<file path="config.mk">
export PLATFORM = sky130hd
export DESIGN_NAME = thermal_trip_override
export DESIGN_NICKNAME = d
export VERILOG_FILES = /design/src/rtl/thermal_trip_pkg.sv /design/src/rtl/trip_limit_bank.sv /design/src/rtl/trip_hysteresis.sv /design/src/rtl/fan_override.sv /design/src/rtl/thermal_trip_override.sv
export SDC_FILE = /design/constraint.sdc
export NUM_CORES = 1
export LEC_CHECK = 0
export ABC_CLOCK_PERIOD_IN_PS = 2700
export BUFFER_PORTS_ARGS = -buffer_cell sky130_fd_sc_hd__clkbuf_2
export CORE_ASPECT_RATIO = 1.2
export CORE_MARGIN = 2
export CORE_UTILIZATION = 35
export CTS_BUF_LIST = sky130_fd_sc_hd__clkbuf_8 sky130_fd_sc_hd__clkbuf_16
export DETAILED_ROUTE_END_ITERATION = 10
export HOLD_SLACK_MARGIN = 0.1
export SLEW_MARGIN = 10
export SYNTH_ARGS = -nofsm -noshare
export SYNTH_HDL_FRONTEND = slang
export SYNTH_SLANG_ARGS = --single-unit
</file>
<file path="constraint.sdc">
create_clock -name clk -period 2.7 [get_ports clk]
set_input_delay 0.405 -clock clk [delete_from_list [all_inputs] [get_ports clk]]
set_output_delay 0.405 -clock clk [all_outputs]
set_load 0.02 [all_outputs]
</file>
<file path="src/rtl/thermal_trip_pkg.sv">
package thermal_trip_pkg;
  localparam int NUM_CH = 2;
  localparam int CH_INT = 0;
  localparam int CH_REM = 1;

  typedef enum logic {
    ST_ARMED   = 1'b0,
    ST_TRIPPED = 1'b1
  } trip_state_e;
endpackage

</file>
<file path="src/rtl/trip_limit_bank.sv">
module trip_limit_bank #(
  parameter int TEMP_W  = 8,
  parameter int DEF_INT = 70,
  parameter int DEF_REM = 100,
  parameter int RST_INT = 127,
  parameter int RST_REM = 100
) (
  input  logic              clk,
  input  logic              rst,
  input  logic              hard_rst_a,
  input  logic              hard_rst_b,
  input  logic              soft_rst,
  input  logic              lim_wr_int,
  input  logic              lim_wr_rem,
  input  logic [TEMP_W-1:0] lim_wr_data,
  input  logic              cfg_wr,
  input  logic              cfg_lock,
  output logic [TEMP_W-1:0] act_int,
  output logic [TEMP_W-1:0] act_rem
);
  localparam logic [TEMP_W-1:0] FIX_INT = TEMP_W'(DEF_INT);
  localparam logic [TEMP_W-1:0] FIX_REM = TEMP_W'(DEF_REM);
  localparam logic [TEMP_W-1:0] INI_INT = TEMP_W'(RST_INT);
  localparam logic [TEMP_W-1:0] INI_REM = TEMP_W'(RST_REM);

  logic              lock_q;
  logic [TEMP_W-1:0] prog_int_q;
  logic [TEMP_W-1:0] prog_rem_q;
  logic              hard_any;

  assign hard_any = hard_rst_a | hard_rst_b;

  // Write-once lock: set only by a configuration write carrying 1
  always_ff @(posedge clk) begin
    if (rst || hard_any) begin
      lock_q <= 1'b0;
    end else if (cfg_wr && cfg_lock) begin
      lock_q <= 1'b1;
    end
  end

  // Programmable limits, frozen while locked
  always_ff @(posedge clk) begin
    if (rst) begin
      prog_int_q <= INI_INT;
      prog_rem_q <= INI_REM;
    end else if (!lock_q) begin
      if (soft_rst) begin
        prog_int_q <= INI_INT;
        prog_rem_q <= INI_REM;
      end else begin
        if (lim_wr_int) prog_int_q <= lim_wr_data;
        if (lim_wr_rem) prog_rem_q <= lim_wr_data;
      end
    end
  end

  always_comb begin
    act_int = lock_q ? prog_int_q : FIX_INT;
    act_rem = lock_q ? prog_rem_q : FIX_REM;
  end

  assert_lock_sticky_R3: assert property (@(posedge clk) disable iff (rst)
    $fell(lock_q) |-> $past(hard_any));

  assert_locked_frozen_R3: assert property (@(posedge clk) disable iff (rst)
    lock_q |=> ($stable(prog_int_q) && $stable(prog_rem_q)));

  assert_soft_reload_R9: assert property (@(posedge clk) disable iff (rst)
    (soft_rst && !lock_q) |=> (prog_int_q == INI_INT && prog_rem_q == INI_REM));
endmodule

</file>
<file path="src/rtl/trip_hysteresis.sv">
module trip_hysteresis
  import thermal_trip_pkg::*;
#(
  parameter int TEMP_W   = 8,
  parameter int TRIP_CNT = 3,
  parameter int HYST     = 5
) (
  input  logic              clk,
  input  logic              rst,
  input  logic              conv_stb,
  input  logic [TEMP_W-1:0] reading,
  input  logic [TEMP_W-1:0] limit,
  output logic              tripped
);
  localparam int CW = $clog2(TRIP_CNT + 1);
  localparam int EW = TEMP_W + 2;
  localparam logic [CW-1:0] LAST = CW'(TRIP_CNT - 1);
  localparam logic signed [EW-1:0] HYST_X = EW'(HYST);

  trip_state_e       state_q;
  logic [CW-1:0]     cnt_q;
  logic signed [TEMP_W-1:0] rd_s;
  logic signed [TEMP_W-1:0] lim_s;
  logic signed [EW-1:0]     rd_x;
  logic signed [EW-1:0]     lim_x;
  logic              hot;
  logic              cool;
  logic              qualify;

  always_comb begin
    rd_s    = reading;
    lim_s   = limit;
    rd_x    = EW'(rd_s);
    lim_x   = EW'(lim_s);
    hot     = rd_s > lim_s;
    cool    = (rd_x + HYST_X) <= lim_x;
    qualify = (state_q == ST_ARMED) ? hot : cool;
  end

  always_ff @(posedge clk) begin
    if (rst) begin
      state_q <= ST_ARMED;
      cnt_q   <= '0;
    end else if (conv_stb) begin
      if (!qualify) begin
        cnt_q <= '0;
      end else if (cnt_q == LAST) begin
        cnt_q   <= '0;
        state_q <= (state_q == ST_ARMED) ? ST_TRIPPED : ST_ARMED;
      end else begin
        cnt_q <= cnt_q + 1'b1;
      end
    end
  end

  assign tripped = (state_q == ST_TRIPPED);

  assert_count_bound_R4: assert property (@(posedge clk) disable iff (rst)
    cnt_q < CW'(TRIP_CNT));

  assert_trip_needs_hot_R4: assert property (@(posedge clk) disable iff (rst)
    $rose(tripped) |-> $past(conv_stb && hot));

  assert_release_needs_cool_R6: assert property (@(posedge clk) disable iff (rst)
    $fell(tripped) |-> $past(conv_stb && cool));

  assert_idle_without_strobe_R11: assert property (@(posedge clk) disable iff (rst)
    !conv_stb |=> ($stable(state_q) && $stable(cnt_q)));
endmodule

</file>
<file path="src/rtl/fan_override.sv">
module fan_override #(
  parameter int SPD_W = 8
) (
  input  logic             clk,
  input  logic             rst,
  input  logic             trip,
  input  logic [SPD_W-1:0] fan_code_in,
  input  logic             fan_off_cfg,
  output logic             therm_a_n,
  output logic             therm_b_n,
  output logic [SPD_W-1:0] fan_code_out,
  output logic             fan_off_n
);
  localparam logic [SPD_W-1:0] FULL = '1;

  always_ff @(posedge clk) begin
    if (rst) begin
      therm_a_n    <= 1'b1;
      therm_b_n    <= 1'b1;
      fan_code_out <= '0;
      fan_off_n    <= 1'b1;
    end else begin
      therm_a_n    <= ~trip;
      therm_b_n    <= ~trip;
      fan_code_out <= trip ? FULL : fan_code_in;
      fan_off_n    <= trip ? 1'b1 : ~fan_off_cfg;
    end
  end

  assert_outputs_paired_R5: assert property (@(posedge clk) disable iff (rst)
    therm_a_n == therm_b_n);

  assert_trip_asserts_R5: assert property (@(posedge clk) disable iff (rst)
    trip |=> (!therm_a_n && !therm_b_n));

  assert_full_speed_R7: assert property (@(posedge clk) disable iff (rst)
    trip |=> (fan_code_out == FULL && fan_off_n));

  assert_pass_through_R8: assert property (@(posedge clk) disable iff (rst)
    !trip |=> (fan_code_out == $past(fan_code_in) && fan_off_n == !$past(fan_off_cfg)));
endmodule

</file>
<file path="src/rtl/thermal_trip_override.sv">
module thermal_trip_override
  import thermal_trip_pkg::*;
#(
  parameter int TEMP_W   = 8,
  parameter int SPD_W    = 8,
  parameter int TRIP_CNT = 3,
  parameter int HYST     = 5,
  parameter int DEF_INT  = 70,
  parameter int DEF_REM  = 100,
  parameter int RST_INT  = 127,
  parameter int RST_REM  = 100
) (
  input  logic              clk,
  input  logic              rst,
  input  logic              hard_rst_a,
  input  logic              hard_rst_b,
  input  logic              soft_rst,
  input  logic              conv_stb,
  input  logic [TEMP_W-1:0] temp_int,
  input  logic [TEMP_W-1:0] temp_rem,
  input  logic              lim_wr_int,
  input  logic              lim_wr_rem,
  input  logic [TEMP_W-1:0] lim_wr_data,
  input  logic              cfg_wr,
  input  logic              cfg_lock,
  input  logic [SPD_W-1:0]  fan_code_in,
  input  logic              fan_off_cfg,
  output logic              therm_a_n,
  output logic              therm_b_n,
  output logic [SPD_W-1:0]  fan_code_out,
  output logic              fan_off_n
);
  logic [TEMP_W-1:0] rd_arr  [NUM_CH];
  logic [TEMP_W-1:0] lim_arr [NUM_CH];
  logic [NUM_CH-1:0] trip_vec;
  logic              trip_any;

  assign rd_arr[CH_INT] = temp_int;
  assign rd_arr[CH_REM] = temp_rem;

  trip_limit_bank #(
    .TEMP_W (TEMP_W),
    .DEF_INT(DEF_INT),
    .DEF_REM(DEF_REM),
    .RST_INT(RST_INT),
    .RST_REM(RST_REM)
  ) u_limits (
    .clk        (clk),
    .rst        (rst),
    .hard_rst_a (hard_rst_a),
    .hard_rst_b (hard_rst_b),
    .soft_rst   (soft_rst),
    .lim_wr_int (lim_wr_int),
    .lim_wr_rem (lim_wr_rem),
    .lim_wr_data(lim_wr_data),
    .cfg_wr     (cfg_wr),
    .cfg_lock   (cfg_lock),
    .act_int    (lim_arr[CH_INT]),
    .act_rem    (lim_arr[CH_REM])
  );

  for (genvar g = 0; g < NUM_CH; g++) begin : g_chan
    trip_hysteresis #(
      .TEMP_W  (TEMP_W),
      .TRIP_CNT(TRIP_CNT),
      .HYST    (HYST)
    ) u_hyst (
      .clk     (clk),
      .rst     (rst),
      .conv_stb(conv_stb),
      .reading (rd_arr[g]),
      .limit   (lim_arr[g]),
      .tripped (trip_vec[g])
    );
  end

  assign trip_any = |trip_vec;

  fan_override #(
    .SPD_W(SPD_W)
  ) u_override (
    .clk         (clk),
    .rst         (rst),
    .trip        (trip_any),
    .fan_code_in (fan_code_in),
    .fan_off_cfg (fan_off_cfg),
    .therm_a_n   (therm_a_n),
    .therm_b_n   (therm_b_n),
    .fan_code_out(fan_code_out),
    .fan_off_n   (fan_off_n)
  );

  assert_soft_keeps_trip_R9: assert property (@(posedge clk) disable iff (rst)
    (soft_rst && !conv_stb) |=> $stable(trip_vec));
endmodule

</file>
Word-level counts from Yosys, hierarchy flattened
Cells that the tools add are included.
W data, S select, Z words.
{ "word_totals": {"output_inout_bits": 11, "wordCells": 49, "inputBits": 43, "regBits": 33} }
{ "op_classes": {"bitwise_logic": 4, "n_reduce_logical": 10, "addsub": 4, "n_mux": 15, "magnitude_cmp": 4, "eq_ne": 2} }
{ "op_table": {"columns": ["cell", "count"], "rows": [
  ["$mux W8", 7],
  ["$add A8 B4 Y9 const B", 2],
  ["$le A9 B8 Y1", 2],
  ["$gt A8 B8 Y1", 2],
  ["$mux W2", 4],
  ["$reduce_and A3 Y1", 2],
  ["$add A2 B1 Y2 const B", 2],
  ["$eq A2 B2 Y1 const B", 2],
  ["$mux W1", 4],
  ["$reduce_and A2 Y1", 2],
  ["$reduce_bool A2 Y1", 2],
  ["$not A1 Y1", 3],
  ["$reduce_or A3 Y1", 1],
  ["$reduce_or A2 Y1", 1],
  ["$logic_and A1 B1 Y1", 1],
  ["$logic_or A1 B1 Y1", 1],
  ["$or A1 B1 Y1", 1]
]} }

Longest topological paths before layout
Gate-level depths: netlist of the first run.
{ "logic_depth": {"depth_word": 4, "ltp_mapped": 10, "ltp_nobuf": 10} }

Modules after synthesis
From an unflattened synthesis of the first run, not the netlist that was laid out.
{ "hier_totals": {"cells_unflattened": 276, "hier_area_um2": 2502.4} }
{ "by_module_without_submodules": {"columns": ["module", "seq_area_each_um2", "cells_per_inst", "area_each_um2", "n_inst"], "rows": [
  ["trip_limit_bank", 340.3, 82, 782.0, 1],
  ["trip_hysteresis at g_chan[1].u_hyst", 60.1, 85, 705.7, 1],
  ["trip_hysteresis at g_chan[0].u_hyst", 60.1, 86, 693.2, 1],
  ["fan_override", 200.2, 22, 315.3, 1],
  ["thermal_trip_override", 0.0, 1, 6.3, 1]
]} }

Worst setup path before layout of the first run
Ideal clock, no wire load.
{ "synth_timing": {"path_kind": "reg-to-reg", "from": "register u_limits.lock_q", "to": "register g_chan[0].u_hyst.cnt_q[0]", "setup_time_ns": 0.116, "synth_period_minus_slack_ns": 2.456, "required_time_ns": 2.584, "path_stages_with_launch": 11, "arrival_ns": 2.340, "slack_ns": 0.244, "n_path_buf": 2, "path_cell_list": "dfxtp_1 -> clkbuf_1 -> clkbuf_1 -> nand2_1 -> ha_1 -> a21o_1 -> a2111o_1 -> o21ai_1 -> a21oi_1 -> o21bai_1 -> a41o_1"} }
{ "synth_between": {"elab_chain_cells": 4, "word_cells_on_any_way": 5, "cone_classes": "order compare: 2; mux: 3"} }
{ "synth_rtl": {"columns": ["item", "line_no", "source"], "rows": [
  ["start: declaration", "trip_limit_bank.sv:26", "logic lock_q;"],
  ["start signal: assignment", "trip_limit_bank.sv:36", "lock_q <= 1'b0;"],
  ["start signal: assignment", "trip_limit_bank.sv:38", "lock_q <= 1'b1;"],
  ["$mux W8 (*)", "trip_limit_bank.sv:59", "act_int = lock_q ? prog_int_q : FIX_INT;"],
  ["$le A9 B8 Y1 / $gt A8 B8 Y1 (equally long branches)", "trip_hysteresis.sv:36, trip_hysteresis.sv:35", null],
  ["$mux W1 (*)", "trip_hysteresis.sv:37", "qualify = (state_q == ST_ARMED) ? hot : cool;"],
  ["$mux W2 (*)", "trip_hysteresis.sv:45", "if (!qualify) begin"],
  ["end signal: assignment", "trip_hysteresis.sv:51", "cnt_q <= cnt_q + 1'b1;"],
  ["end: declaration", "trip_hysteresis.sv:21", "logic [CW-1:0] cnt_q;"]
]} }
Mark *: on every way between the ends. The rest lies on a longest branch, timed or not.
A chain may end at the register's enable or synchronous reset.

Worst setup path after layout of the first run
{ "layout_timing": {"from": "register u_limits.lock_q", "to": "register g_chan[1].u_hyst.cnt_q[1]"} }
{ "layout_between": {"elab_chain_cells": 4, "word_cells_on_any_way": 5, "cone_classes": "order compare: 2; mux: 3"} }
{ "layout_rtl": {"columns": ["item", "line_no", "source"], "rows": [
  ["$mux W8 (*)", "trip_limit_bank.sv:60", "act_rem = lock_q ? prog_rem_q : FIX_REM;"],
  ["$le A9 B8 Y1 / $gt A8 B8 Y1 (equally long branches)", "trip_hysteresis.sv:36, trip_hysteresis.sv:35", null],
  ["$mux W1 (*)", "trip_hysteresis.sv:37", null],
  ["$mux W2 (*)", "trip_hysteresis.sv:45", null],
  ["end signal: assignment", "trip_hysteresis.sv:51", null],
  ["end: declaration", "trip_hysteresis.sv:21", null]
]} }
Marked as above.

==> impl_metrics.env, run 1 <==
export IMPL_syn_nets=348
export IMPL_fin_worst_hold_slack_ps=288
export IMPL_r2r_slack_ps=290
export IMPL_pre_cts_ws_ps=-71.5
export IMPL_antenna_found_initial=0
export IMPL_ys_types=45
export IMPL_synth_seq_cells=33
export IMPL_clockBufferDepth=2
export IMPL_hold_buffers=0
export IMPL_die_area_sq_mm=0.00713
export IMPL_cts_tree="built"
export IMPL_drive_above_1_share_pct=21.8
export IMPL_clk_pin_slew_ps=60
export IMPL_async_reset_ff_share_pct=0
export IMPL_hold_viol_final=0
export IMPL_setup_slack_ps=294
export IMPL_synth_compound_area_share_pct=19.2
export IMPL_initial_utilization_pct=35.8
export IMPL_io_pins=54
export IMPL_period_minus_slack_ps=2410
export IMPL_syn_inst=269
export IMPL_synth_xor_area_share_pct=4.64
export IMPL_worstSetupEndpointType="flip-flop"
export IMPL_synthSimpleGateAreaFrac_pct=24.1
export IMPL_port_buffers=53
export IMPL_stdcell_count=411
export IMPL_synthAdderAreaFrac_pct=19.9
export IMPL_synth_area_leader_cell="dfxtp_1"
export IMPL_synth_area_leaders="dfxtp_1 (29%), ha_1 (20%), nor2_1 (5.6%)"
export IMPL_n_antenna_cell=0
export IMPL_root_buffer="clkbuf_8"
export IMPL_grt_max_degree=35
export IMPL_cts_made_buffers=5
export IMPL_grt_pass1_vias=2068
export IMPL_mostFrequentLayoutCell="clkbuf_2"
export IMPL_grt_overflow=0
export IMPL_core_area_sq_mm=0.00633
export IMPL_maxSlewViolCount=0
export IMPL_ir_drop_mv=0.309
export IMPL_synth_ff_type="dfxtp_1"
export IMPL_synth_edf_count=0
export IMPL_final_setup_skew_ps=6.50
export IMPL_cts_setup_buffers=0
export IMPL_cpMostUsedCell="a211oi_2"
export IMPL_syn_mean_instance_area_sq_um=8.41
export IMPL_path_cells="buf_4 > nor2b_1 > ha_1 > a211oi_2 > o22ai_1 > nor3_1 > a211oi_2 > or3b_1 > a21oi_1"
export IMPL_relSlewSlack_pct=59.5
export IMPL_ys_seq_area_share_pct=29.2
export IMPL_min_path_type="in -> reg"
export IMPL_cts_sinks=33
export IMPL_die_h_um=92.1
export IMPL_routed_wl_mm=5.36
export IMPL_dp_cells=404
export IMPL_place_gp_congestion=0.923
export IMPL_clk_insertion_delay_late_ps=280
export IMPL_cp_top_family="simple AND/OR/NAND/NOR gates"
export IMPL_fmax_mhz=416
export IMPL_fin_setup_tns_ps=0
export IMPL_cp_slowest_cell="dfxtp_1"
export IMPL_p_leak_uw=0.00123
export IMPL_post_cts_resized=0
export IMPL_via_count=2090
export IMPL_via_per_inst=5.09
export IMPL_fin_crit_sh_pct=89.1
export IMPL_drt_iter0_markers=121
export IMPL_wl_per_cell_um=13.0
export IMPL_startpoint_type="flip-flop"
export IMPL_crit_buf_inv=1
export IMPL_status="complete, no violations"
export IMPL_drv_cap=0
export IMPL_htree_levels=2
export IMPL_synth_top_cell_area_share_pct=29.2
export IMPL_synth_warnings=0
export IMPL_firstDrtPassIters=4
export IMPL_layout_common_cells="clkbuf_2 (53), ha_1 (36), nor2_1 (34), dfxtp_1 (33), a21oi_1 (17)"
export IMPL_dpl_hpwl_mm=4.36
export IMPL_critPathArrivalTime_ps=2600
export IMPL_syn_area_sq_mm=0.00226
export IMPL_synth_top_family_by_area="simple AND/OR/NAND/NOR gates"
export IMPL_gr_usage_all_layers_pct=15.8
export IMPL_die_x_um=77.4
export IMPL_postRouteAntennaNets=0
export IMPL_cp_max_fo=7
export IMPL_syn_to_final_growth_pct=20.8
export IMPL_rsz0062_at_grt="no"
export IMPL_critPathKind="reg -> reg"
export IMPL_required_ps=2890
export IMPL_cellPowerDensity_mw_per_mm2=410
export IMPL_synth_mux_area_share_pct=0
export IMPL_critical_path_max_stage_delay_ps=450
export IMPL_grt_pass1_wl_mm=9.28
export IMPL_nets=405
export IMPL_worst_pin_slew_ps=607
export IMPL_drc=0
export IMPL_num_rows=32
export IMPL_setup_viol=0
==> cells by family after synthesis <==
family / Yosys count
AOI/OAI and AO/OA: 65
buffers and inverters: 16
DFF: 33
and+or+nand+nor: 107
adders and majority gates: 36
xor gates and xnor gates: 12
==> worst register-to-register path, stage by stage (launching register included) <==
cell	delay (ps)
dfxtp_1	450
buf_4	180
nor2b_1	210
ha_1	300
a211oi_2	250
o22ai_1	100
nor3_1	230
a211oi_2	130
or3b_1	360
a21oi_1	140
==> metrics by stage <==
step / total power, uW / util [%] / area [sq um]
after floorplan: 682 / - / 2260
after CTS: 1130 / 43.1 / 2730
after detailed placement: 771 / 41.7 / 2640
final: 1120 / 43.2 / 2740
after global routing: 1190 / 43.2 / 2740
after global placement: 769 / 41.7 / 2640
==> cell usage after synthesis, types with 6 or more instances <==
master,n
o22ai_1,11
a21oi_1,17
xnor2_1,9
dfxtp_1,33
inv_1,7
ha_1,36
nor2_1,34
nand4_1,6
nor2b_1,9
nand2b_1,15
nand2_1,16
o21ai_0,9
clkbuf_1,7
==> sequential cells by signal, indices dropped and copies added (netlist names) <==
register / count
u_limits.prog_int_q: 8
u_limits.prog_rem_q: 8
u_override.fan_code_out: 8
g_chan.u_hyst.cnt_q: 4
g_chan.u_hyst.tripped: 2
u_limits.lock_q: 1
u_override.fan_off_n: 1
u_override.therm_a_n: 1
==> final timing paths <==
kind / start / to / depth (start not counted)
min reg2reg: g_chan[1].u_hyst.cnt_q[0]$_SDFFE_PP0P_ / g_chan[1].u_hyst.cnt_q[0]$_SDFFE_PP0P_ / 2
min: hard_rst_a / u_limits.lock_q$_SDFFE_PP0P_ / 2
max: u_limits.lock_q$_SDFFE_PP0P_ / g_chan[1].u_hyst.cnt_q[1]$_SDFFE_PP0P_ / 9
max reg2reg: u_limits.lock_q$_SDFFE_PP0P_ / g_chan[1].u_hyst.cnt_q[1]$_SDFFE_PP0P_ / 9
==> where the power goes <==
| group | switching, uW | internal [uW] |
|---|---|---|
| combinational | 135 | 112 |
| clock | 160 | 198 |
| sequential | 8.95 | 507 |
| total | 305 | 817 |
==> per-layer routing <==
metal	track usage, %	wire, um	up-vias
met5	0	0	-
li1	-	-	1098
met2	26.2	2500	55
met4	3.72	46	0
met3	4.63	336	6
met1	20.0	2470	931
==> layout make-up <==
| class | count | area, sq um |
|---|---|---|
| well taps | 85 | 106 |
| flip-flops and latches | 33 | 661 |
| clock buffers | 6 | 82.6 |
| clock inverters | 1 | 3.75 |
| fillers | 698 | 3590 |
| inverters | 7 | 26.3 |
| multi-input cells | 220 | 1550 |
| repair buffers | 59 | 310 |
Note: power is estimated with default switching activity, not from simulation.
==> run 2: changes to the inputs <==
--- a/config.mk
+++ b/config.mk
@@ -5,8 +5,8 @@
 export SDC_FILE = /design/constraint.sdc
 export NUM_CORES = 1
 export LEC_CHECK = 0
-export ABC_CLOCK_PERIOD_IN_PS = 2700
-export BUFFER_PORTS_ARGS = -buffer_cell sky130_fd_sc_hd__clkbuf_2
+export ABC_CLOCK_PERIOD_IN_PS = 2500
+export BUFFER_PORTS_ARGS = -buffer_cell sky130_fd_sc_hd__buf_2
 export CORE_ASPECT_RATIO = 1.2
 export CORE_MARGIN = 2
 export CORE_UTILIZATION = 35
==> constraint.sdc (replaced) <==
create_clock -name clk -period 2.5 [get_ports clk]
set_input_delay 0.375 -clock clk [delete_from_list [all_inputs] [get_ports clk]]
set_output_delay 0.375 -clock clk [all_outputs]
set_load 0.1 [all_outputs]
==> impl_metrics.env, run 2 (same netlist as run 1, synthesis figures left out) <==
export IMPL_min_path_type="in -> reg"
export IMPL_via_per_inst=5.02
export IMPL_grt_pass1_vias=2079
export IMPL_final_setup_skew_ps=6.66
export IMPL_root_buffer="clkbuf_8"
export IMPL_routed_wl_mm=5.48
export IMPL_clk_pin_slew_ps=70
export IMPL_port_buffers=53
export IMPL_antenna_found_initial=0
export IMPL_grt_pass1_wl_mm=9.32
export IMPL_fmax_mhz=429
export IMPL_drv_cap=0
export IMPL_drive_above_1_share_pct=26.8
export IMPL_relSlewSlack_pct=64.8
export IMPL_hold_viol_final=0
export IMPL_cts_sinks=33
export IMPL_postRouteAntennaNets=0
export IMPL_critical_path_max_stage_delay_ps=310
export IMPL_core_area_sq_mm=0.00633
export IMPL_setup_viol=0
export IMPL_die_area_sq_mm=0.00713
export IMPL_drt_iter0_markers=93
export IMPL_cts_setup_buffers=0
export IMPL_place_gp_congestion=0.856
export IMPL_firstDrtPassIters=4
export IMPL_via_count=2148
export IMPL_n_antenna_cell=0
export IMPL_htree_levels=2
export IMPL_clockBufferDepth=2
export IMPL_fin_crit_sh_pct=93.2
export IMPL_startpoint_type="input port"
export IMPL_biggestRegsByFlops="u_limits.prog_int_q: 8 flops, u_limits.prog_rem_q: 8 flops, u_override.fan_code_out: 8 flops"
export IMPL_path_cells="buf_2 > ha_1 > o21bai_1 > xnor2_1 > ha_1 > nand3_1 > or2_2 > o221ai_1 > o221a_1 > o21bai_1 > a41o_1"
export IMPL_wl_per_cell_um=12.8
export IMPL_cts_made_buffers=5
export IMPL_syn_to_final_growth_pct=27.1
export IMPL_die_h_um=92.1
export IMPL_required_ps=2680
export IMPL_gr_usage_all_layers_pct=16.1
export IMPL_worstSetupEndpointType="flip-flop"
export IMPL_num_rows=32
export IMPL_clk_insertion_delay_late_ps=280
export IMPL_critPathArrivalTime_ps=2510
export IMPL_io_pins=54
export IMPL_cp_slowest_cell="or2_2"
export IMPL_drc=0
export IMPL_cp_max_fo=3
export IMPL_nets=422
export IMPL_period_minus_slack_ps=2330
export IMPL_setup_slack_ps=170
export IMPL_p_leak_uw=0.00130
export IMPL_mostFrequentLayoutCell="buf_2"
export IMPL_maxSlewViolCount=0
export IMPL_critPathKind="in -> reg"
export IMPL_grt_overflow=0
export IMPL_cts_tree="built"
export IMPL_post_cts_resized=0
export IMPL_hold_buffers=0
export IMPL_die_x_um=77.4
export IMPL_status="complete, no violations"
export IMPL_initial_utilization_pct=35.8
export IMPL_pre_cts_ws_ps=-194
export IMPL_cellPowerDensity_mw_per_mm2=450
export IMPL_ir_drop_mv=0.373
export IMPL_rsz0062_at_grt="no"
export IMPL_final_util_pct=45.5
export IMPL_grt_max_degree=35
export IMPL_dpl_hpwl_mm=4.55
export IMPL_layout_common_cells="buf_2 (53), ha_1 (36), nor2_1 (34), dfxtp_1 (33), buf_4 (23)"
export IMPL_worst_pin_slew_ps=528
[run 2: cell count changes in the layout (fill, tap and decap cells not counted), moves of 2 or more]
| cell | previous run | this run |
|---|---|---|
| nor3_1 | 5 | 3 |
| buf_2 | 0 | 53 |
| buf_4 | 6 | 23 |
| nor3_2 | 0 | 2 |
| clkbuf_2 | 53 | 0 |
[run 2: layout make-up]
cell class	count	area, sq um
fillers	676	3450
multi-input cells	220	1560
flip-flops and latches	33	661
well taps	85	106
clock inverters	1	3.75
clock buffers	6	82.6
repair buffers	76	438
inverters	7	26.3
[run 2: per-stage QoR]
step / total power (uW) / cells / hold slack (ps) / area [sq um] / setup TNS [ps]
final: 1300 / 428 / 254 / 2880 / 0
after global routing: 1370 / 428 / 250 / 2880 / 0
after CTS: 1310 / 428 / 242 / 2850 / 0
after detailed placement: 909 / 421 / 471 / 2770 / -730
after global placement: 904 / 421 / 470 / 2770 / -587
after floorplan: 789 / 269 / 450 / 2260 / 0
[run 2: path summary, 6_finish.rpt]
kind,from,to,slack (ps),cells past startpoint
setup / recovery,temp_int[0],g_chan[0].u_hyst.cnt_q[0]$_SDFFE_PP0P_,170,11
hold / removal,hard_rst_a,u_limits.lock_q$_SDFFE_PP0P_,250,2
setup reg to reg,u_limits.lock_q$_SDFFE_PP0P_,g_chan[1].u_hyst.cnt_q[1]$_SDFFE_PP0P_,200,9
hold reg to reg,u_limits.prog_int_q[7]$_SDFFE_PP0P_,u_limits.prog_int_q[7]$_SDFFE_PP0P_,480,2
[run 2: metal layers]
layer | global-route usage, % | routed length (um)
met1 | 20.7 | 2650
met2 | 27.0 | 2520
met3 | 4.04 | 265
met4 | 4.02 | 40
met5 | 0 | 0
[run 2: report_power, final]
group          leakage [uW]  total, uW  switching, uW  internal [uW]
Combinational      0.000981        344            205            139
Clock             0.0000485        396            181            214
Sequential         0.000271        557           9.47            547
Total               0.00130       1300            396            901
[run 2: worst max-delay path: cells and delay by family]
family / cells / cell delay (ps)
AO/OA/AOI/OAI: 5 / 960
adder cells (fa/ha/maj): 2 / 520
AND/OR/NAND/NOR: 2 / 400
buffers and inverters: 1 / 120
XOR/XNOR: 1 / 110
